File: src/rtl/kbc_host_pkg.sv
package kbc_host_pkg;

    // Status word; bit order is the host-visible register layout.
    typedef struct packed {
        logic par_err;
        logic timeout;
        logic aux_src;
        logic unlocked;
        logic last_cmd;
        logic sys_flag;
        logic ib_full;
        logic ob_full;
    } kbc_status_t;

    typedef enum logic [1:0] {
        HP_NONE = 2'd0,
        HP_DATA = 2'd1,
        HP_CMD  = 2'd2
    } hport_e;

    typedef struct packed {
        logic   wr;
        logic   rd;
        hport_e port;
    } host_acc_t;

    typedef struct packed {
        logic [7:0] val;
        logic       aux;
        logic       par;
        logic       tmo;
    } dev_word_t;

    localparam int CFG_KBD_IRQ = 0;
    localparam int CFG_AUX_IRQ = 1;
    localparam int CFG_SYS     = 2;
    localparam int CFG_NOLOCK  = 3;

    function automatic logic [7:0] cfg_clean(input logic [7:0] v);
        return {1'b0, v[6:0]};
    endfunction

endpackage

File: src/rtl/kbc_host_decode.sv
module kbc_host_decode
    import kbc_host_pkg::*;
#(
    parameter int ADDR_W = 8,
    parameter logic [ADDR_W-1:0] DATA_PORT = 'h60,
    parameter logic [ADDR_W-1:0] CMD_PORT  = 'h64
) (
    input  logic              cs,
    input  logic              we,
    input  logic [ADDR_W-1:0] addr,
    output host_acc_t         acc
);
    always_comb begin
        acc = '{wr: 1'b0, rd: 1'b0, port: HP_NONE};
        if (cs) begin
            if (addr == DATA_PORT)     acc.port = HP_DATA;
            else if (addr == CMD_PORT) acc.port = HP_CMD;
            if (acc.port != HP_NONE) begin
                acc.wr = we;
                acc.rd = !we;
            end
        end
    end
endmodule

File: src/rtl/kbc_in_buf.sv
module kbc_in_buf
    import kbc_host_pkg::*;
(
    input  logic       clk,
    input  logic       rst,
    input  host_acc_t  acc,
    input  logic [7:0] wdata,
    input  logic       take,
    output logic       full,
    output logic       is_cmd,
    output logic [7:0] data
);
    always_ff @(posedge clk) begin
        if (rst) begin
            full   <= 1'b0;
            is_cmd <= 1'b0;
            data   <= 8'h00;
        end else if (acc.wr) begin
            full   <= 1'b1;
            is_cmd <= (acc.port == HP_CMD);
            data   <= wdata;
        end else if (take) begin
            full   <= 1'b0;
        end
    end

    assert_write_fills_R2: assert property (@(posedge clk) disable iff (rst)
        acc.wr |=> full && data == $past(wdata) && is_cmd == ($past(acc.port) == HP_CMD));

    assert_take_empties_R3: assert property (@(posedge clk) disable iff (rst)
        take && !acc.wr |=> !full);
endmodule

File: src/rtl/kbc_out_buf.sv
module kbc_out_buf
    import kbc_host_pkg::*;
(
    input  logic      clk,
    input  logic      rst,
    input  logic      dev_valid,
    input  dev_word_t dev_in,
    input  logic      pop,
    output logic      full,
    output dev_word_t word
);
    always_ff @(posedge clk) begin
        if (rst) begin
            full <= 1'b0;
            word <= '0;
        end else if (pop && full) begin
            full <= 1'b0;
        end else if (dev_valid && !full) begin
            full <= 1'b1;
            word <= dev_in;
        end
    end

    assert_load_when_empty_R4: assert property (@(posedge clk) disable iff (rst)
        dev_valid && !full |=> full && word == $past(dev_in));

    assert_no_load_when_full_R5: assert property (@(posedge clk) disable iff (rst)
        full |=> $stable(word));

    assert_pop_empties_R6: assert property (@(posedge clk) disable iff (rst)
        pop && full |=> !full);
endmodule

File: src/rtl/kbc_cfg_reg.sv
module kbc_cfg_reg
    import kbc_host_pkg::*;
#(
    parameter logic [7:0] CFG_RST = 8'h00
) (
    input  logic       clk,
    input  logic       rst,
    input  logic       wr,
    input  logic [7:0] wdata,
    output logic [7:0] q
);
    always_ff @(posedge clk) begin
        if (rst)     q <= cfg_clean(CFG_RST);
        else if (wr) q <= cfg_clean(wdata);
    end

    assert_cfg_top_bit_zero_R10: assert property (@(posedge clk) disable iff (rst)
        wr |=> !q[7] && q[6:0] == $past(wdata[6:0]));
endmodule

File: src/rtl/kbc_host_port.sv
module kbc_host_port
    import kbc_host_pkg::*;
#(
    parameter int ADDR_W = 8,
    parameter logic [ADDR_W-1:0] DATA_PORT = 'h60,
    parameter logic [ADDR_W-1:0] CMD_PORT  = 'h64,
    parameter logic [7:0] CFG_RST = 8'h00
) (
    input  logic              clk,
    input  logic              rst,
    input  logic              host_cs,
    input  logic              host_we,
    input  logic [ADDR_W-1:0] host_addr,
    input  logic [7:0]        host_wdata,
    output logic [7:0]        host_rdata,
    output logic              ctl_ib_valid,
    output logic [7:0]        ctl_ib_data,
    output logic              ctl_ib_is_cmd,
    input  logic              ctl_ib_take,
    input  logic              ctl_cfg_wr,
    input  logic [7:0]        ctl_cfg_data,
    output logic [7:0]        ctl_cfg_q,
    input  logic              kbd_unlocked,
    input  logic              dev_valid,
    input  logic [7:0]        dev_byte,
    input  logic              dev_aux,
    input  logic              dev_par_err,
    input  logic              dev_timeout,
    output logic              dev_stall,
    output logic              irq_kbd,
    output logic              irq_aux
);
    host_acc_t   acc;
    dev_word_t   dev_in;
    dev_word_t   ob_word;
    logic        ob_full;
    logic        host_pop;
    kbc_status_t status;

    kbc_host_decode #(.ADDR_W(ADDR_W), .DATA_PORT(DATA_PORT), .CMD_PORT(CMD_PORT)) u_dec (
        .cs(host_cs), .we(host_we), .addr(host_addr), .acc(acc)
    );

    kbc_in_buf u_ib (
        .clk(clk), .rst(rst), .acc(acc), .wdata(host_wdata), .take(ctl_ib_take),
        .full(ctl_ib_valid), .is_cmd(ctl_ib_is_cmd), .data(ctl_ib_data)
    );

    assign dev_in   = '{val: dev_byte, aux: dev_aux, par: dev_par_err, tmo: dev_timeout};
    assign host_pop = acc.rd && (acc.port == HP_DATA);

    kbc_out_buf u_ob (
        .clk(clk), .rst(rst), .dev_valid(dev_valid), .dev_in(dev_in), .pop(host_pop),
        .full(ob_full), .word(ob_word)
    );

    kbc_cfg_reg #(.CFG_RST(CFG_RST)) u_cfg (
        .clk(clk), .rst(rst), .wr(ctl_cfg_wr), .wdata(ctl_cfg_data), .q(ctl_cfg_q)
    );

    always_comb begin
        status.par_err  = ob_word.par;
        status.timeout  = ob_word.tmo;
        status.aux_src  = ob_word.aux;
        status.unlocked = kbd_unlocked | ctl_cfg_q[CFG_NOLOCK];
        status.last_cmd = ctl_ib_is_cmd;
        status.sys_flag = ctl_cfg_q[CFG_SYS];
        status.ib_full  = ctl_ib_valid;
        status.ob_full  = ob_full;
    end

    always_comb begin
        host_rdata = 8'h00;
        if (acc.rd) begin
            if (acc.port == HP_DATA)     host_rdata = ob_word.val;
            else if (acc.port == HP_CMD) host_rdata = status;
        end
    end

    assign dev_stall = ob_full;
    assign irq_kbd   = ob_full && !ob_word.aux && ctl_cfg_q[CFG_KBD_IRQ];
    assign irq_aux   = ob_full &&  ob_word.aux && ctl_cfg_q[CFG_AUX_IRQ];

    assert_irq_exclusive_R8: assert property (@(posedge clk) disable iff (rst)
        !(irq_kbd && irq_aux));

    assert_irq_drops_after_read_R8: assert property (@(posedge clk) disable iff (rst)
        host_pop && ob_full |=> !irq_kbd && !irq_aux);

    assert_status_read_no_effect_R7: assert property (@(posedge clk) disable iff (rst)
        acc.rd && acc.port == HP_CMD && !ctl_ib_take && !dev_valid && !ctl_cfg_wr
        |=> $stable(ob_full) && $stable(ctl_ib_valid) && $stable(ctl_cfg_q));

    assert_stray_addr_no_write_R11: assert property (@(posedge clk) disable iff (rst)
        host_cs && host_we && acc.port == HP_NONE && !ctl_ib_take |=> $stable(ctl_ib_valid) && $stable(ctl_ib_data));
endmodule

File: config.mk
export PLATFORM = sky130hd
export DESIGN_NAME = kbc_host_port
export DESIGN_NICKNAME = d
export VERILOG_FILES = /design/src/rtl/kbc_host_pkg.sv /design/src/rtl/kbc_host_decode.sv /design/src/rtl/kbc_in_buf.sv /design/src/rtl/kbc_out_buf.sv /design/src/rtl/kbc_cfg_reg.sv /design/src/rtl/kbc_host_port.sv
export SDC_FILE = /design/constraint.sdc
export NUM_CORES = 1
export LEC_CHECK = 0
export BUFFER_PORTS_ARGS = -buffer_cell sky130_fd_sc_hd__buf_2
export CELL_PAD_IN_SITES_DETAIL_PLACEMENT = 1
export CELL_PAD_IN_SITES_GLOBAL_PLACEMENT = 1
export CORE_UTILIZATION = 35
export CTS_BUF_LIST = sky130_fd_sc_hd__clkbuf_8
export DETAILED_ROUTE_END_ITERATION = 10
export PLACE_DENSITY_LB_ADDON = 0.1
export SETUP_SLACK_MARGIN = 0.15
export SYNTH_ARGS = -nofsm -noshare
export SYNTH_HDL_FRONTEND = slang
export SYNTH_HIERARCHICAL = 1
export SYNTH_SLANG_ARGS = --single-unit
File: constraint.sdc
create_clock -name clk -period 5.8 [get_ports clk]
set_input_delay 1.16 -clock clk [delete_from_list [all_inputs] [get_ports clk]]
set_output_delay 1.16 -clock clk [all_outputs]
set_load 0.03 [all_outputs]
==> results of run 1 <==
cell families (layout without fill, tap and decap cells):
family	after synthesis	in the layout	synth area share, %
AO/OA/AOI/OAI	23	23	10.2
AND/OR/NAND/NOR	61	61	29.5
flip-flops	29	29	41.7
buffers and inverters	14	80	7.55
other	1	1	0.269
multiplexers	15	15	10.8
through the flow:
stage                     power [mW]  hold WS (ns)  instances  setup slack (ns)  utilization [%]
final                          0.441         0.470        257              1.38             48.4
after global routing           0.465         0.492        257              1.13             48.4
after CTS                      0.450         0.475        257              1.34             48.4
after detailed placement       0.269         0.462        249              1.36             45.7
after global placement         0.266         0.451        249              1.37             45.7
after floorplan                0.249         0.441        143              1.82                -
worst max path at each step:
| stage | end | slack [ns] | depth (start not counted) |
|---|---|---|---|
| after CTS | host_rdata[6] | 1.34 | 7 |
| after detailed placement | host_rdata[6] | 1.36 | 7 |
| after global placement | host_rdata[6] | 1.37 | 7 |
| after floorplan | host_rdata[0] | 1.82 | 6 |
| final | host_rdata[6] | 1.38 | 7 |
| after global routing | host_rdata[5] | 1.13 | 7 |
state kept, by name (all words and copies together), names as in the netlist:
name	flops
u_ib/data	8
u_ib/full	1
u_cfg/q	7
u_ib/is_cmd	1
u_ob/full	1
u_ob/word	11
critical path, delay by kind of cell:
family,cells,cell delay (ns)
and+or+nand+nor,4,1.60
buffers and inverters,2,0.31
AOI/OAI and AO/OA,1,0.18
cell usage after synthesis, types with 2 or more instances:
cell type / instances / area share [%]
a22oi_1: 7 / 3.8
buf_2: 2 / 0.72
dfxtp_1: 29 / 42
o21ai_1: 12 / 4.3
buf_6: 5 / 4.0
nor3_1: 4 / 1.4
buf_4: 3 / 1.6
mux2i_1: 15 / 11
a21oi_1: 2 / 0.72
nor2b_1: 9 / 4.0
nand2b_1: 13 / 5.8
inv_1: 3 / 0.81
nor2_1: 15 / 4.0
nand4bb_1: 12 / 9.7
cell type report:
type | instances | area (um2) | area share (%)
Clock buffer | 7 | 96.3 | 5.32
Clock inverter | 1 | 5.00 | 0.276
Inverter | 3 | 11.3 | 0.622
Multi-Input combinational cell | 100 | 712 | 39.3
Sequential cell | 29 | 581 | 32.1
Tap cell | 48 | 60.1 | 3.32
Timing Repair Buffer | 69 | 345 | 19.1
per-layer routing:
layer	wire, um	part of all wire, %
met5	0	0
met4	38	1.1
met3	220	6.3
met2	1820	52
met1	1400	40
power by group through the flow:
stage	clock network [mW]	registers, mW	logic, mW
after floorplan	0	0.223	0.0261
after global routing	0.196	0.215	0.0544
after detailed placement	0	0.218	0.0505
after global placement	0	0.218	0.0485
after CTS	0.185	0.214	0.0507
final	0.177	0.214	0.0499
cell usage in the layout, fill, tap and decap left out:
master,netlist,final
nor2b_1,9,9
a21oi_1,2,2
o21ai_1,12,12
and3b_1,1,1
nor2_2,1,1
nand2_1,1,1
dfxtp_1,29,29
nand2b_1,13,13
nor2_1,15,15
and2_1,1,1
conb_1,1,1
and3_1,1,1
inv_1,3,3
nor3_2,0,1
mux2i_1,15,15
nand3b_1,1,1
nor2b_2,1,1
clkinv_2,0,1
clkbuf_8,0,7
a22oi_1,7,7
buf_2,2,69
a21boi_1,1,1
nor3_1,4,3
or4b_4,1,1
nand4bb_1,12,12
a211oi_2,1,1
==> flow_metrics.tcl, run 1 <==
set metrics [dict create \
    status "complete, no violations" \
    grt_pass1_vias 1276 \
    arrival_ns 3.26 \
    crit_slowest_cell "nor2b_1" \
    cts_tree "built" \
    switching_share_pct 23.3 \
    die_x_um 65.1 \
    cts.clk_slew.worst_paths_ns 0.06 \
    crit_required_ns 4.64 \
    via_per_inst 4.84 \
    clk_latency_ns 0.27 \
    yosys_most_used_dff "dfxtp_1" \
    cts_setup_buffers 0 \
    worst_path_largest_cell_delay_ns 0.57 \
    whs_path_depth 2 \
    p_int_uw 338 \
    fin_crit_sh_pct 76.3 \
    core_area_um2 3740 \
    syn_area_um2 1390 \
    clkPwrFrac_pct 40.1 \
    cp-start-kind "primary input" \
    critical_path.max_fanout 8 \
    holdPathEnd "u_ob/word[7]$_SDFFE_PP0P_" \
    routedWlPerCell_um 13.5 \
    criticalPathCategory "primary input to output pin" \
    p_switching_uw 103 \
    yosysUniqueCellTypes 26 \
    setup_violations 0 \
    dieArea_um2 4230 \
    synth-async-reset-ratio_pct 0 \
    tightest_slew_ns 0.939 \
    ioPinCount 72 \
    core.rowCount 22 \
    grt_overflow 0 \
    yosysSeqAreaShare_pct 41.7 \
    timing.rr.start "u_ob/full$_SDFFE_PP0P_" \
    hold_viol_final 0 \
    final_nets 251 \
    grtUsageMet2_pct 33.2 \
    hold_start "u_ob/word[7]$_SDFFE_PP0P_" \
    cts.sinks 29 \
    antenna_found_initial 0 \
    drt-total-wl_mm 3.48 \
    start_util_pct 37.2 \
    p_leak_nw 0.799 \
    slew_violations 0 \
    setup_tns_ns 0 \
    synth-seq-cells 29 \
    htree_levels 2 \
    slew_headroom_pct 37.1 \
    dp_hpwl_mm 2.59 \
    port_buffers 69 \
    die_h_um 65.1 \
    antenna_cells 0 \
    drive_above_1_share_pct 39.2 \
    ctsRootBufferMaster "clkbuf_8" \
    p_seq_share_pct 48.5 \
    cts_buffer_depth 2 \
    holdCritPathClass "flop to flop" \
    detail_route.iter0.violations 42 \
    cap_violations 0 \
    finalClockSkew_ns 0.00394 \
    final_area_um2 1810 \
    syn_nets 186 \
    cp-end-kind "output pin" \
    reg2reg_slack_ns 4.55 \
    place_area_um2 1710 \
    r2r_cells 2 \
    drtAntennaViolNets 0 \
    cts_hold_buffers 0 \
    met1_usage_pct 18.0 \
    area_delta_synth_final_pct 30.0 \
    worstPathCellList "buf_2 -> or4b_4 -> nor3_1 -> nor2b_1 -> a22oi_1 -> nor2b_1 -> buf_2" \
    r2r-end "u_ob/word[10]$_SDFFE_PP0P_" \
    pwr_density_cell_nw_per_um2 243 \
    grt_pass1_wl_mm 5.57 \
    grt_use_total_pct 17.6 \
    grt_max_degree 41 \
    route.detailed.drc 0 \
    syn_inst 143 \
    postCtsResizedCells 0 \
    max_freq_mhz 226 \
    grt_setup_unrepaired "false" \
    numCtsBuffers 5 \
    ir_worst_vdd_mv 0.172 \
    comb_power_share_pct 11.3 \
    crit_start "host_addr[1]" \
    gp_congestion 0.663 \
    grt_use_met3_pct 5.63 \
    fill_cells 476 \
    grt.busiest_layer "met2" \
    yosys_warnings 6 \
    dr.pass1.iters 4 \
    vias 1244 \
    fin_crit_ns 4.42 \
    synth.avg_cell_area_um2 9.74 \
    synth_enable_flop_cells 0 \
]
Power figures use the tool's default switching activity.
==> run 2, diff against run 1 <==
- CORE_UTILIZATION: 35 -> 30
- clock period: 5.8 -> 3.9 ns (I/O delays scaled with it)
==> flow_metrics.tcl, run 2 (synthesized netlist as in run 1, its figures left out) <==
set metrics [dict create \
    critical_path.max_fanout 8 \
    fin_crit_sh_pct 86.5 \
    tightest_slew_ns 1.03 \
    final_nets 254 \
    drtAntennaViolNets 0 \
    r2r_cells 2 \
    dr.pass1.iters 4 \
    grt_overflow 0 \
    r2r-end "u_ob/word[0]$_SDFFE_PP0P_" \
    cp-end-kind "output pin" \
    reg_top3 "u_ob/word (11), u_ib/data (8), u_cfg/q (7)" \
    timing.rr.start "u_ob/full$_SDFFE_PP0P_" \
    area_delta_synth_final_pct 30.6 \
    holdCritPathClass "flop to flop" \
    antenna_found_initial 0 \
    grt_pass1_vias 1342 \
    cap_violations 0 \
    ioPinCount 72 \
    numCtsBuffers 5 \
    pwr_density_cell_nw_per_um2 342 \
    dp_slack_ns 0.545 \
    final_area_um2 1820 \
    setup_violations 0 \
    hold_viol_final 0 \
    cp-start-kind "primary input" \
    port_buffers 69 \
    cts_tree "built" \
    layout_commonest_cell "buf_2" \
    crit_required_ns 3.12 \
    via_per_inst 4.78 \
    core_area_um2 4410 \
    cts.clk_slew.worst_paths_ns 0.06 \
    grt_pass1_wl_mm 6.03 \
    ir_worst_vdd_mv 0.130 \
    fin_crit_ns 3.37 \
    drive_above_1_share_pct 39.6 \
    max_freq_mhz 296 \
    dp_hpwl_mm 2.77 \
    drt-total-wl_mm 3.69 \
    criticalPathCategory "primary input to output pin" \
    arrival_ns 2.59 \
    largest_reg_flops 11 \
    slew_violations 0 \
    die_h_um 70.1 \
    cts_hold_buffers 0 \
    final_cells 264 \
    p_int_uw 464 \
    status "complete, no violations" \
    detail_route.iter0.violations 26 \
    comb_power_share_pct 12.0 \
    hold_start "u_ob/word[4]$_SDFFE_PP0P_" \
    finalClockSkew_ns 0.00397 \
    routedWlPerCell_um 14.0 \
    grt_max_degree 41 \
    fill_cells 542 \
    holdPathEnd "u_ob/word[4]$_SDFFE_PP0P_" \
    dieArea_um2 4920 \
    route.detailed.drc 0 \
    core.rowCount 24 \
    cts.sinks 29 \
    antenna_cells 0 \
    start_util_pct 31.5 \
    totalPowerFinal_uw 623 \
    cts_buffer_depth 2 \
    most-common-layout-cells "buf_2 (69), dfxtp_1 (29), mux2i_1 (15), nor2_1 (15), nand2b_1 (13)" \
    setup_tns_ns 0 \
    whs_path_depth 2 \
    p_seq_share_pct 51.1 \
    slew_headroom_pct 31.0 \
    reg2reg_slack_ns 2.67 \
    p_leak_nw 0.810 \
    vias 1262 \
    die_x_um 70.1 \
    ctsRootBufferMaster "clkbuf_8" \
    gp_congestion 0.692 \
    max_flop_register "u_ob/word" \
    htree_levels 2 \
    fin_ws_ns 0.525 \
    place_area_um2 1740 \
    p_switching_uw 159 \
    cts_setup_buffers 0 \
    grt_setup_unrepaired "false" \
    clk_latency_ns 0.27 \
    dp.cells 256 \
    grt_use_total_pct 15.6 \
    clkPwrFrac_pct 36.9 \
    postCtsResizedCells 0 \
    crit_start "host_addr[1]" \
    switching_share_pct 25.5 \
]
[run 2: changes by cell type in the layout (fill, tap and decap cells not counted)]
cell,delta
buf_4,+3
clkbuf_8,-2
clkinv_2,+1
inv_1,+1
[run 2: final cells by class]
class / instances / area [um2] / area share, %
Inverter: 3 / 11.3 / 0.619
Clock buffer: 5 / 68.8 / 3.78
Tap cell: 52 / 65.1 / 3.58
Multi-Input combinational cell: 100 / 712 / 39.1
Timing Repair Buffer: 72 / 368 / 20.2
Clock inverter: 3 / 13.8 / 0.757
Sequential cell: 29 / 581 / 31.9
[run 2: how the worst max path moves through the flow]
stage	to	cells after the start
floorplan	host_rdata[0]	6
global placement	host_rdata[7]	8
detailed placement	host_rdata[7]	8
CTS	host_rdata[7]	8
global route	host_rdata[7]	8
finish	host_rdata[7]	8
[run 2: metrics by stage]
| step | hold WS [ns] | utilization, % |
|---|---|---|
| floorplan | 0.441 | - |
| global placement | 0.451 | 39.3 |
| detailed placement | 0.461 | 39.3 |
| CTS | 0.471 | 41.2 |
| global route | 0.497 | 41.2 |
| finish | 0.466 | 41.2 |
[run 2: critical path, cell delays in order]
cell	delay, ns
buf_2	0.09
or4b_4	0.56
nor3_1	0.33
nor2b_1	0.18
buf_4	0.17
a22oi_1	0.10
nor2b_1	0.15
buf_2	0.22
[run 2: power groups by stage]
stage	combinational [mW]	clock [mW]	sequential [mW]
2_1_floorplan	0.0389	0	0.331
3_3_place_gp	0.0724	0	0.324
3_5_place_dp	0.0754	0	0.325
4_1_cts	0.0757	0.240	0.318
5_1_grt	0.0809	0.254	0.320
6_report	0.0747	0.230	0.318
[run 2: routing by layer]
| metal | vias to the layer above | global-route usage [%] | wire [um] | part of all wire [%] |
|---|---|---|---|---|
| li1 | 631 | - | - | - |
| met1 | 585 | 17.1 | 1550 | 42 |
| met2 | 40 | 29.1 | 1900 | 51 |
| met3 | 6 | 4.04 | 201 | 5.4 |
| met4 | 0 | 4.67 | 42 | 1.1 |
| met5 | - | 0 | 0 | 0 |
